File: src/rtl/csum_pkg.sv
package csum_pkg;
   // number of live terms after a given tree level
   function automatic int terms_at_level(int n, int lvl);
      return (n + (1 << lvl) - 1) >> lvl;
   endfunction

   localparam logic [7:0] CH_PLUS  = "+";
   localparam logic [7:0] CH_MINUS = "-";
   localparam logic [7:0] CH_ONE   = "1";
   localparam logic [7:0] CH_ZERO  = "0";
endpackage

File: src/rtl/csum_node.sv
module csum_node #(
   parameter int W     = 8,
   parameter bit NEG_A = 1'b0,
   parameter bit NEG_B = 1'b0
) (
   input  logic signed [W-1:0] a,
   input  logic signed [W-1:0] b,
   output logic signed [W-1:0] y
);
   logic signed [W-1:0] ta, tb;

   // a node never subtracts both operands
   if (NEG_A && NEG_B) begin : g_bad_pair
      $error("csum_node: both operands of a first-level pair are negated");
   end

   if (NEG_A) begin : g_na
      assign ta = -a;
   end else begin : g_pa
      assign ta = a;
   end

   if (NEG_B) begin : g_nb
      assign tb = -b;
   end else begin : g_pb
      assign tb = b;
   end

   assign y = ta + tb;
endmodule

File: src/rtl/csum_stage_reg.sv
module csum_stage_reg #(
   parameter int W    = 8,
   parameter bit PIPE = 1'b1
) (
   input  logic                clk,
   input  logic                clr,
   input  logic                load,
   input  logic signed [W-1:0] d,
   output logic signed [W-1:0] q
);
   if (PIPE) begin : g_reg
      always_ff @(posedge clk or posedge clr) begin
         if (clr)
            q <= '0;
         else if (load)
            q <= d;
      end
   end else begin : g_wire
      assign q = d;
   end
endmodule

File: src/rtl/csum_phase_gen.sv
module csum_phase_gen
   import csum_pkg::*;
#(
   parameter MASK        = "1",
   parameter bit USE_ENA = 1'b1,
   localparam int L      = $bits(MASK) / 8,
   localparam int PW     = (L > 1) ? $clog2(L) : 1
) (
   input  logic          clk,
   input  logic          clr,
   input  logic          ena,
   output logic          load_o,
   output logic [PW-1:0] phase_o
);
   function automatic logic [L-1:0] mask_bits();
      logic [L-1:0] m = '0;
      for (int i = 0; i < L; i++)
         m[i] = (MASK[8*(L-1-i) +: 8] == CH_ONE);
      return m;
   endfunction

   function automatic int bad_mask_chars();
      int n = 0;
      for (int i = 0; i < L; i++) begin
         logic [7:0] c = MASK[8*(L-1-i) +: 8];
         if (c != CH_ONE && c != CH_ZERO) n++;
      end
      return n;
   endfunction

   localparam logic [L-1:0] MBITS = mask_bits();

   if (($bits(MASK) % 8) != 0 || L < 1 || bad_mask_chars() != 0) begin : g_bad_mask
      $error("csum_phase_gen: phase mask must be a non-empty string of 0/1");
   end

   logic          ena_eff;
   logic [PW-1:0] phase_q;

   if (USE_ENA) begin : g_ena
      assign ena_eff = ena;
   end else begin : g_noena
      assign ena_eff = 1'b1;
   end

   always_ff @(posedge clk or posedge clr) begin
      if (clr)
         phase_q <= '0;
      else if (phase_q == PW'(L - 1))
         phase_q <= '0;
      else
         phase_q <= phase_q + 1'b1;
   end

   assign load_o  = ena_eff & MBITS[phase_q];
   assign phase_o = phase_q;
endmodule

File: src/rtl/csum_tree.sv
module csum_tree
   import csum_pkg::*;
#(
   parameter int NUM_IN             = 2,
   parameter int W_IN               = 8,
   parameter int W_OUT              = 9,
   parameter logic [NUM_IN-1:0] NEG = '0,
   parameter bit PIPE               = 1'b1
) (
   input  logic                     clk,
   input  logic                     clr,
   input  logic                     load,
   input  logic [NUM_IN*W_IN-1:0]   in_flat,
   output logic signed [W_OUT-1:0]  sum_o
);
   localparam int LEVELS = $clog2(NUM_IN);

   function automatic bit neg_at(int idx);
      return (idx < NUM_IN) ? NEG[idx] : 1'b0;
   endfunction

   logic signed [W_OUT-1:0] term [LEVELS+1][NUM_IN];

   for (genvar j = 0; j < NUM_IN; j++) begin : g_leaf
      assign term[0][j] = W_OUT'(signed'(in_flat[j*W_IN +: W_IN]));
   end

   for (genvar k = 1; k <= LEVELS; k++) begin : g_lvl
      localparam int N_PREV = terms_at_level(NUM_IN, k - 1);
      localparam int N_CUR  = terms_at_level(NUM_IN, k);
      for (genvar j = 0; j < NUM_IN; j++) begin : g_slot
         if (j < N_CUR) begin : g_used
            localparam bit PAIRED = (2*j + 1) < N_PREV;
            localparam bit NA     = (k == 1) && neg_at(2*j);
            localparam bit NB     = (k == 1) && PAIRED && neg_at(2*j + 1);
            logic signed [W_OUT-1:0] b_in, sum_c;
            if (PAIRED) begin : g_pair
               assign b_in = term[k-1][2*j+1];
            end else begin : g_single
               assign b_in = '0;
            end
            csum_node #(.W(W_OUT), .NEG_A(NA), .NEG_B(NB)) u_node (
               .a(term[k-1][2*j]), .b(b_in), .y(sum_c));
            csum_stage_reg #(.W(W_OUT), .PIPE(PIPE)) u_reg (
               .clk(clk), .clr(clr), .load(load), .d(sum_c), .q(term[k][j]));
         end else begin : g_idle
            assign term[k][j] = '0;
         end
      end
   end

   assign sum_o = term[LEVELS][0];
endmodule

File: src/rtl/cplx_signed_sum.sv
module cplx_signed_sum
   import csum_pkg::*;
#(
   parameter int NUM_IN   = 5,
   parameter int DW       = 16,
   parameter SIGNS        = "+--++",
   parameter bit PIPE     = 1'b1,
   parameter PHASE_MASK   = "10",
   parameter bit USE_ENA  = 1'b1,
   parameter bit USE_ACLR = 1'b1
) (
   input  logic                                 clk,
   input  logic                                 aclr,
   input  logic                                 ena,
   input  logic [NUM_IN*DW-1:0]                 in_re,
   input  logic [NUM_IN*DW-1:0]                 in_im,
   output logic signed [DW+$clog2(NUM_IN)-1:0]  out_re,
   output logic signed [DW+$clog2(NUM_IN)-1:0]  out_im
);
   localparam int OW     = DW + $clog2(NUM_IN);
   localparam int SLEN   = $bits(SIGNS) / 8;
   localparam int PH_LEN = $bits(PHASE_MASK) / 8;
   localparam int PH_W   = (PH_LEN > 1) ? $clog2(PH_LEN) : 1;

   function automatic logic [NUM_IN-1:0] decode_signs();
      logic [NUM_IN-1:0] v = '0;
      for (int i = 0; i < NUM_IN; i++)
         if (i < SLEN)
            if (SIGNS[8*(SLEN-1-i) +: 8] == CH_MINUS) v[i] = 1'b1;
      return v;
   endfunction

   function automatic int bad_sign_chars();
      int n = 0;
      for (int i = 0; i < SLEN; i++) begin
         logic [7:0] c = SIGNS[8*(SLEN-1-i) +: 8];
         if (c != CH_PLUS && c != CH_MINUS) n++;
      end
      return n;
   endfunction

   localparam logic [NUM_IN-1:0] NEG_VEC = decode_signs();

   // parameter legality
   if (NUM_IN < 2) begin : g_bad_n
      $error("cplx_signed_sum: NUM_IN must be at least 2");
   end
   if (($bits(SIGNS) % 8) != 0 || SLEN > NUM_IN || bad_sign_chars() != 0) begin : g_bad_signs
      $error("cplx_signed_sum: sign string must hold at most NUM_IN of + and -");
   end

   logic            clr_i;
   logic            load_en;
   logic [PH_W-1:0] phase_idx;

   if (USE_ACLR) begin : g_clr
      assign clr_i = aclr;
   end else begin : g_noclr
      assign clr_i = 1'b0;
   end

   csum_phase_gen #(.MASK(PHASE_MASK), .USE_ENA(USE_ENA)) u_phase (
      .clk(clk), .clr(clr_i), .ena(ena), .load_o(load_en), .phase_o(phase_idx));

   logic [NUM_IN*DW-1:0] part_in  [2];
   logic signed [OW-1:0] part_out [2];

   assign part_in[0] = in_re;
   assign part_in[1] = in_im;

   // one independent tree per component
   for (genvar p = 0; p < 2; p++) begin : g_part
      csum_tree #(.NUM_IN(NUM_IN), .W_IN(DW), .W_OUT(OW), .NEG(NEG_VEC), .PIPE(PIPE)) u_tree (
         .clk(clk), .clr(clr_i), .load(load_en), .in_flat(part_in[p]), .sum_o(part_out[p]));
   end

   assign out_re = part_out[0];
   assign out_im = part_out[1];
endmodule

File: config.mk
export PLATFORM = sky130hd
export DESIGN_NAME = cplx_signed_sum
export DESIGN_NICKNAME = d
export VERILOG_FILES = /design/src/rtl/csum_pkg.sv /design/src/rtl/csum_node.sv /design/src/rtl/csum_stage_reg.sv /design/src/rtl/csum_phase_gen.sv /design/src/rtl/csum_tree.sv /design/src/rtl/cplx_signed_sum.sv
export SDC_FILE = /design/constraint.sdc
export NUM_CORES = 1
export LEC_CHECK = 0
export CORE_UTILIZATION = 41
export DETAILED_ROUTE_END_ITERATION = 10
export SYNTH_ARGS = -nofsm -noshare
export SYNTH_HDL_FRONTEND = slang
export SYNTH_SLANG_ARGS = --single-unit
File: constraint.sdc
create_clock -name clk -period 22.3 [get_ports clk]
set_input_delay 4.46 -clock clk [delete_from_list [all_inputs] [get_ports clk]]
set_output_delay 4.46 -clock clk [all_outputs]
set_load 0.1 [all_outputs]
==> results of run 1 <==
placed cells by master (no fill, tap or decap), drive strengths merged, types with 48 or more instances in the layout:
cell and instances:
clkdlybuf4s50 200, xor2 48, dfrtp 217, nand2 358
nor2 60, a21o 48, a21oi 89, ha 136
o21ai 159, inv 111
logic make-up (layout without fill, tap and decap cells):
kind of cell	after synthesis	count (layout)	synth area share (%)
DFF	217	217	38.27
and+or+nand+nor	558	558	17.32
adders and majority gates	144	144	13.12
AOI/OAI and AO/OA	471	471	21.45
muxes	2	2	0.1499
buffers and inverters	161	361	4.259
xor gates and xnor gates	88	88	5.432
power by group:
part / switching, mW / internal [mW]
sequential: 0.0680 / 0.493
combinational: 0.571 / 0.313
clock: 0.168 / 0.247
cell type report:
cell class | instances | area, µm²
fill | 3212 | 16320
clock inverter | 14 | 130.1
timing repair buffer | 205 | 2052
tap | 448 | 560.5
inverter | 110 | 420.4
clock buffer | 32 | 704.4
sequential | 217 | 5430
multi-input combinational | 1263 | 8169
worst paths after layout:
kind                       depth (start not counted)       from         to
max                                               11  in_im[32]       flop
min                                                2       flop       flop
max reg2reg                                       10       flop       flop
min reg2reg                                        2       flop       flop
max in group asynchronous                          3       aclr  async pin
min in group asynchronous                          2       aclr  async pin
through the flow:
step                hold slack, ns  util [%]  instances  setup WS (ns)
floorplan                   0.4083         -       1641          11.90
global placement            0.4504     49.23       2243          15.05
detailed placement          0.4541     49.23       2243          14.96
CTS                         0.4671     51.70       2289          15.50
global route                0.4797     51.70       2289          15.30
finish                      0.4603     51.70       2289          15.49
critical path: stages:
cell and delay, ns:
clkdlybuf4s50_1 0.46, ha_1 0.17, inv_1 0.05, fa_1 0.41, a21o_1 0.20, a21o_1 0.22
a2111oi_2 0.51, nor2_1 0.14, a221oi_1 0.31, xor2_1 0.18, o21ai_0 0.08
flip-flops by register name (all words and copies together) (netlist names):
| name | cells |
|---|---|
| g_part.u_tree.g_lvl.g_slot.g_used.u_reg.q | 216 |
| u_phase.phase_o | 1 |
per-layer routing:
layer / up-vias / global-route usage [%]
met3: 39 / 1.984
met4: 0 / 4.472
met5: - / 0
met2: 184 / 35.89
met1: 5647 / 23.02
li1: 6100 / -
==> metrics.yaml, run 1 <==
synthesis:
  yosysTopAreaCell: "dfrtp_1"
  ys_warn_count: 0
  netlist_instances: 1641
  ys_top_cells_by_count: "358 x nand2_1, 217 x dfrtp_1, 153 x o21ai_0"
  synth_area_leaders: "dfrtp_1 38%, ha_1 12%, nand2_1 9.5%"
  yosysMostFrequentCell: "nand2_1"
  syn_area_mm2: 0.01419
  synth.distinct_cells: 66
  synth-main-ff-cell: "dfrtp_1"
  yosysSeqAreaShare_pct: 38.27
  synth-edff-count: 0
  syn-num-nets: 1948
  yosysTopAreaCellShare_pct: 38.27
  syn_avg_cell_area_um2: 8.646
  synth_seq_cells: 217
  async_flop_share_pct: 100.0
die:
  ios: 201
  dieArea_mm2: 0.03535
  fp.dieW_um: 188.0
  fp.dieH_um: 188.0
  std_cell_rows: 67
  core_area_mm2: 0.03378
  start_util_pct: 42.00
timing:
  timing.final.crit_share_pct: 30.53
  rsz0062_at_grt: "no"
  min_period_ns: 6.809
  worst_pin_slew_ns: 1.326
  max_freq_mhz: 146.9
  setup_tns_ns: 0
  maxSlewHeadroom_pct: 11.59
  drv_slew: 0
  final-hold-violation-count: 0
  setup_viol: 0
  finClkSkew_ns: 0.01161
clock_tree:
  cts_tree: "yes"
  htreeDepth: 1
  clk_pin_slew_ns: 0.06
  cts_buffer_depth: 3
  root_buffer: "clkbuf_16"
  cts_buffers: 26
  clock-sinks: 217
  ctsHoldBuffers: 0
  clkLatencyLatePin_ns: 0.52
  post_cts_resized: 0
  postCtsSetupBuffers: 0
finish:
  final_area_mm2: 0.01747
  antenna_cells: 0
  drive_gt1_share_pct: 4.074
  fin_nets: 2130
  syn2layout_area_growth_pct: 23.10
drt:
  drt-met1-wl_um: 14560
  final_antenna_net_count: 0
  dr.max_layer_used: "met4"
  wl_met2_um: 17300
  wl_met3_um: 1004
  dr.pass1.iters: 5
  vias_per_cell: 5.229
  drc_errors: 0
  finalWirelength_um: 33530
  wire_per_inst_um: 14.65
  drt-initial-drc-count: 496
  num_vias: 11970
grt:
  antenna_found_initial: 0
  overflow: 0
  grt_pass1_vias: 11990
  grt_pass1_wl_um: 56640
  grt_start_max_net_pins: 263
  grt_util_all_layers_pct: 19.06
outcome:
  status: "finished, final reports clean"
critical_path:
  end_kind: "flop"
  cp_max_fo: 3
  cp_data_required_time_ns: 22.68
  critPathKind: "primary input to flop"
  r2r_slack_ns: 19.59
  cp_data_arrival_time_ns: 7.19
  start_kind: "primary input"
power:
  fin_total_pwr_mw: 1.860
  ir_worst_vdd_v: 0.00008851
  power_density_mw_per_mm2: 106.5
  p_leak_nw: 8.387
placement:
  place.port_buffers: 200
  gp_congestion: 0.8934
  place_hpwl_um: 24810
  dpl_cell_area_mm2: 0.01663
min_path:
  hold_path_class: "flop to flop"
flow_run:
  maxCapViolations: 0
Note: power is estimated with default switching activity, not from simulation.
==> inputs of run 2 (changes only) <==
==> constraint.sdc (replaced) <==
create_clock -name clk -period 7 [get_ports clk]
set_input_delay 1.4 -clock clk [delete_from_list [all_inputs] [get_ports clk]]
set_output_delay 1.4 -clock clk [all_outputs]
set_load 0.1 [all_outputs]
==> run 2 against run 1 <==
Effect of this change:
- final area grew 0.61%
- register-to-register slack lost 15 ns
- first-iteration DRC count shrank 5.6%
- via count shrank 0.66%
- clock skew grew 0.0045 ns
- largest cell class unchanged
- highest routed layer unchanged
==> metrics.yaml, run 2 (synthesis gave the netlist of run 1 again) <==
outcome:
  status: "finished, final reports clean"
clock_tree:
  post_cts_resized: 0
  htreeDepth: 1
  ctsHoldBuffers: 0
  cts_tree: "yes"
  clk_pin_slew_ns: 0.06
  root_buffer: "clkbuf_16"
  cts_buffer_depth: 3
  clkLatencyLatePin_ns: 0.53
  postCtsSetupBuffers: 0
  cts_buffers: 26
  clock-sinks: 217
timing:
  final-hold-violation-count: 0
  setup_tns_ns: 0
  min_period_ns: 3.709
  setup_viol: 0
  maxSlewHeadroom_pct: 27.14
  rsz0062_at_grt: "no"
  timing.final.crit_share_pct: 52.98
  drv_slew: 0
  worst_pin_slew_ns: 1.089
  max_freq_mhz: 269.6
  finClkSkew_ns: 0.01614
critical_path:
  slowest_delay_ns: 0.49
  r2r_slack_ns: 4.37
  crit_chain: "clkdlybuf4s50_1 -> ha_1 -> inv_1 -> fa_1 -> a21o_1 -> a21o_1 -> a2111oi_2 -> nor2_1 -> a221oi_1 -> xor2_1 -> o21ai_0"
  cp_max_fo: 3
  path_common_cell: "a21o_1"
  end_kind: "flop"
  critPathKind: "primary input to flop"
  crit_cells: 11
  ff2ff_path_depth: 10
  start_kind: "primary input"
  worst-path-buf-inv: 2
  crit_family: "compound AO/OA/AOI/OAI gates"
  cp_data_arrival_time_ns: 4.09
  cp_data_required_time_ns: 7.39
  critPathSlowestCell: "a2111oi_2"
finish:
  syn2layout_area_growth_pct: 23.85
  layout_commonest_cell: "nand2_1"
  final_util_pct: 52.02
  final_cell_mix: "357 x nand2_1, 217 x dfrtp_1, 200 x clkdlybuf4s50_1"
  drive_gt1_share_pct: 4.074
  largest_reg_flops: 216
  top_register: "g_part.u_tree.g_lvl.g_slot.g_used.u_reg.q"
  fin_nets: 2131
  antenna_cells: 0
drt:
  wire_per_inst_um: 14.53
  num_vias: 11890
  dr.pass1.iters: 4
  final_antenna_net_count: 0
  finalWirelength_um: 33260
  drt-initial-drc-count: 468
  vias_per_cell: 5.195
  drc_errors: 0
min_path:
  hold_path_class: "flop to flop"
  hold_depth: 2
placement:
  place_hpwl_um: 24560
  place.port_buffers: 200
  gp_congestion: 0.8754
die:
  fp.dieH_um: 188.0
  core_area_mm2: 0.03378
  dieArea_mm2: 0.03535
  ios: 201
  fp.dieW_um: 188.0
  start_util_pct: 42.00
  std_cell_rows: 67
grt:
  grt_start_max_net_pins: 144
  overflow: 0
  grt_pass1_vias: 11920
  antenna_found_initial: 0
  grt_pass1_wl_um: 56260
  grt_util_all_layers_pct: 18.99
power:
  p_leak_nw: 8.420
  power_density_mw_per_mm2: 341.5
  ir_worst_vdd_v: 0.0003403
flow_run:
  maxCapViolations: 0
## run 2: cell count changes in the layout (fill, tap and decap cells not counted), sizes merged
| cell | delta |
|---|---|
| inv | -1 |
| clkinv | -9 |
| bufinv | +1 |
| clkinvlp | +1 |
| buf | +1 |
| clkbuf | +7 |
## run 2: metrics by stage
step	cell area [µm²]	instances	total power, mW	setup slack (ns)	hold WS [ns]
2_1_floorplan	14190	1641	3.903	2.774	0.4083
3_3_place_gp	16660	2244	4.604	2.813	0.4459
3_5_place_dp	16660	2244	4.633	2.775	0.4560
4_1_cts	17570	2289	6.084	3.320	0.4713
5_1_grt	17570	2289	6.415	3.053	0.4897
6_report	17570	2289	6.002	3.291	0.4668
## run 2: worst register-to-register path: cells and delay by family, from the launching register on
kind	cells	cell delay [ns]
buf+inv	1	0.07
simple gates	1	0.07
flops	1	0.41
compound gates	5	1.35
xor+xnor	1	0.19
fa+ha+maj	2	0.41
## run 2: report_power, final
group | internal, mW | switching [mW]
logic | 0.997 | 1.80
clock network | 0.894 | 0.520
registers | 1.57 | 0.219
## run 2: how the worst max path moves through the flow
stage                    from         to  slack, ns
finish              in_im[32]       flop       3.29
global route        in_im[48]       flop       3.05
CTS                 in_im[48]       flop       3.32
detailed placement  in_im[48]       flop       2.78
global placement    in_im[32]       flop       2.81
floorplan                aclr  async pin       2.77
## run 2: area by class of cell
cell class                 count  area, µm²
clock buffer                  39      800.8
clock inverter                 6      111.4
fill                        3265      16210
inverter                     110      416.7
multi-input combinational   1263       8169
sequential                   217       5430
tap                          448      560.5
timing repair buffer         206       2085
## run 2: metal layers
| metal | routed length, µm | track usage (%) |
|---|---|---|
| met2 | 16950 | 35.17 |
| met1 | 14480 | 23.35 |
| met4 | 618 | 4.096 |
| met5 | 0 | 0 |
| met3 | 1213 | 2.283 |
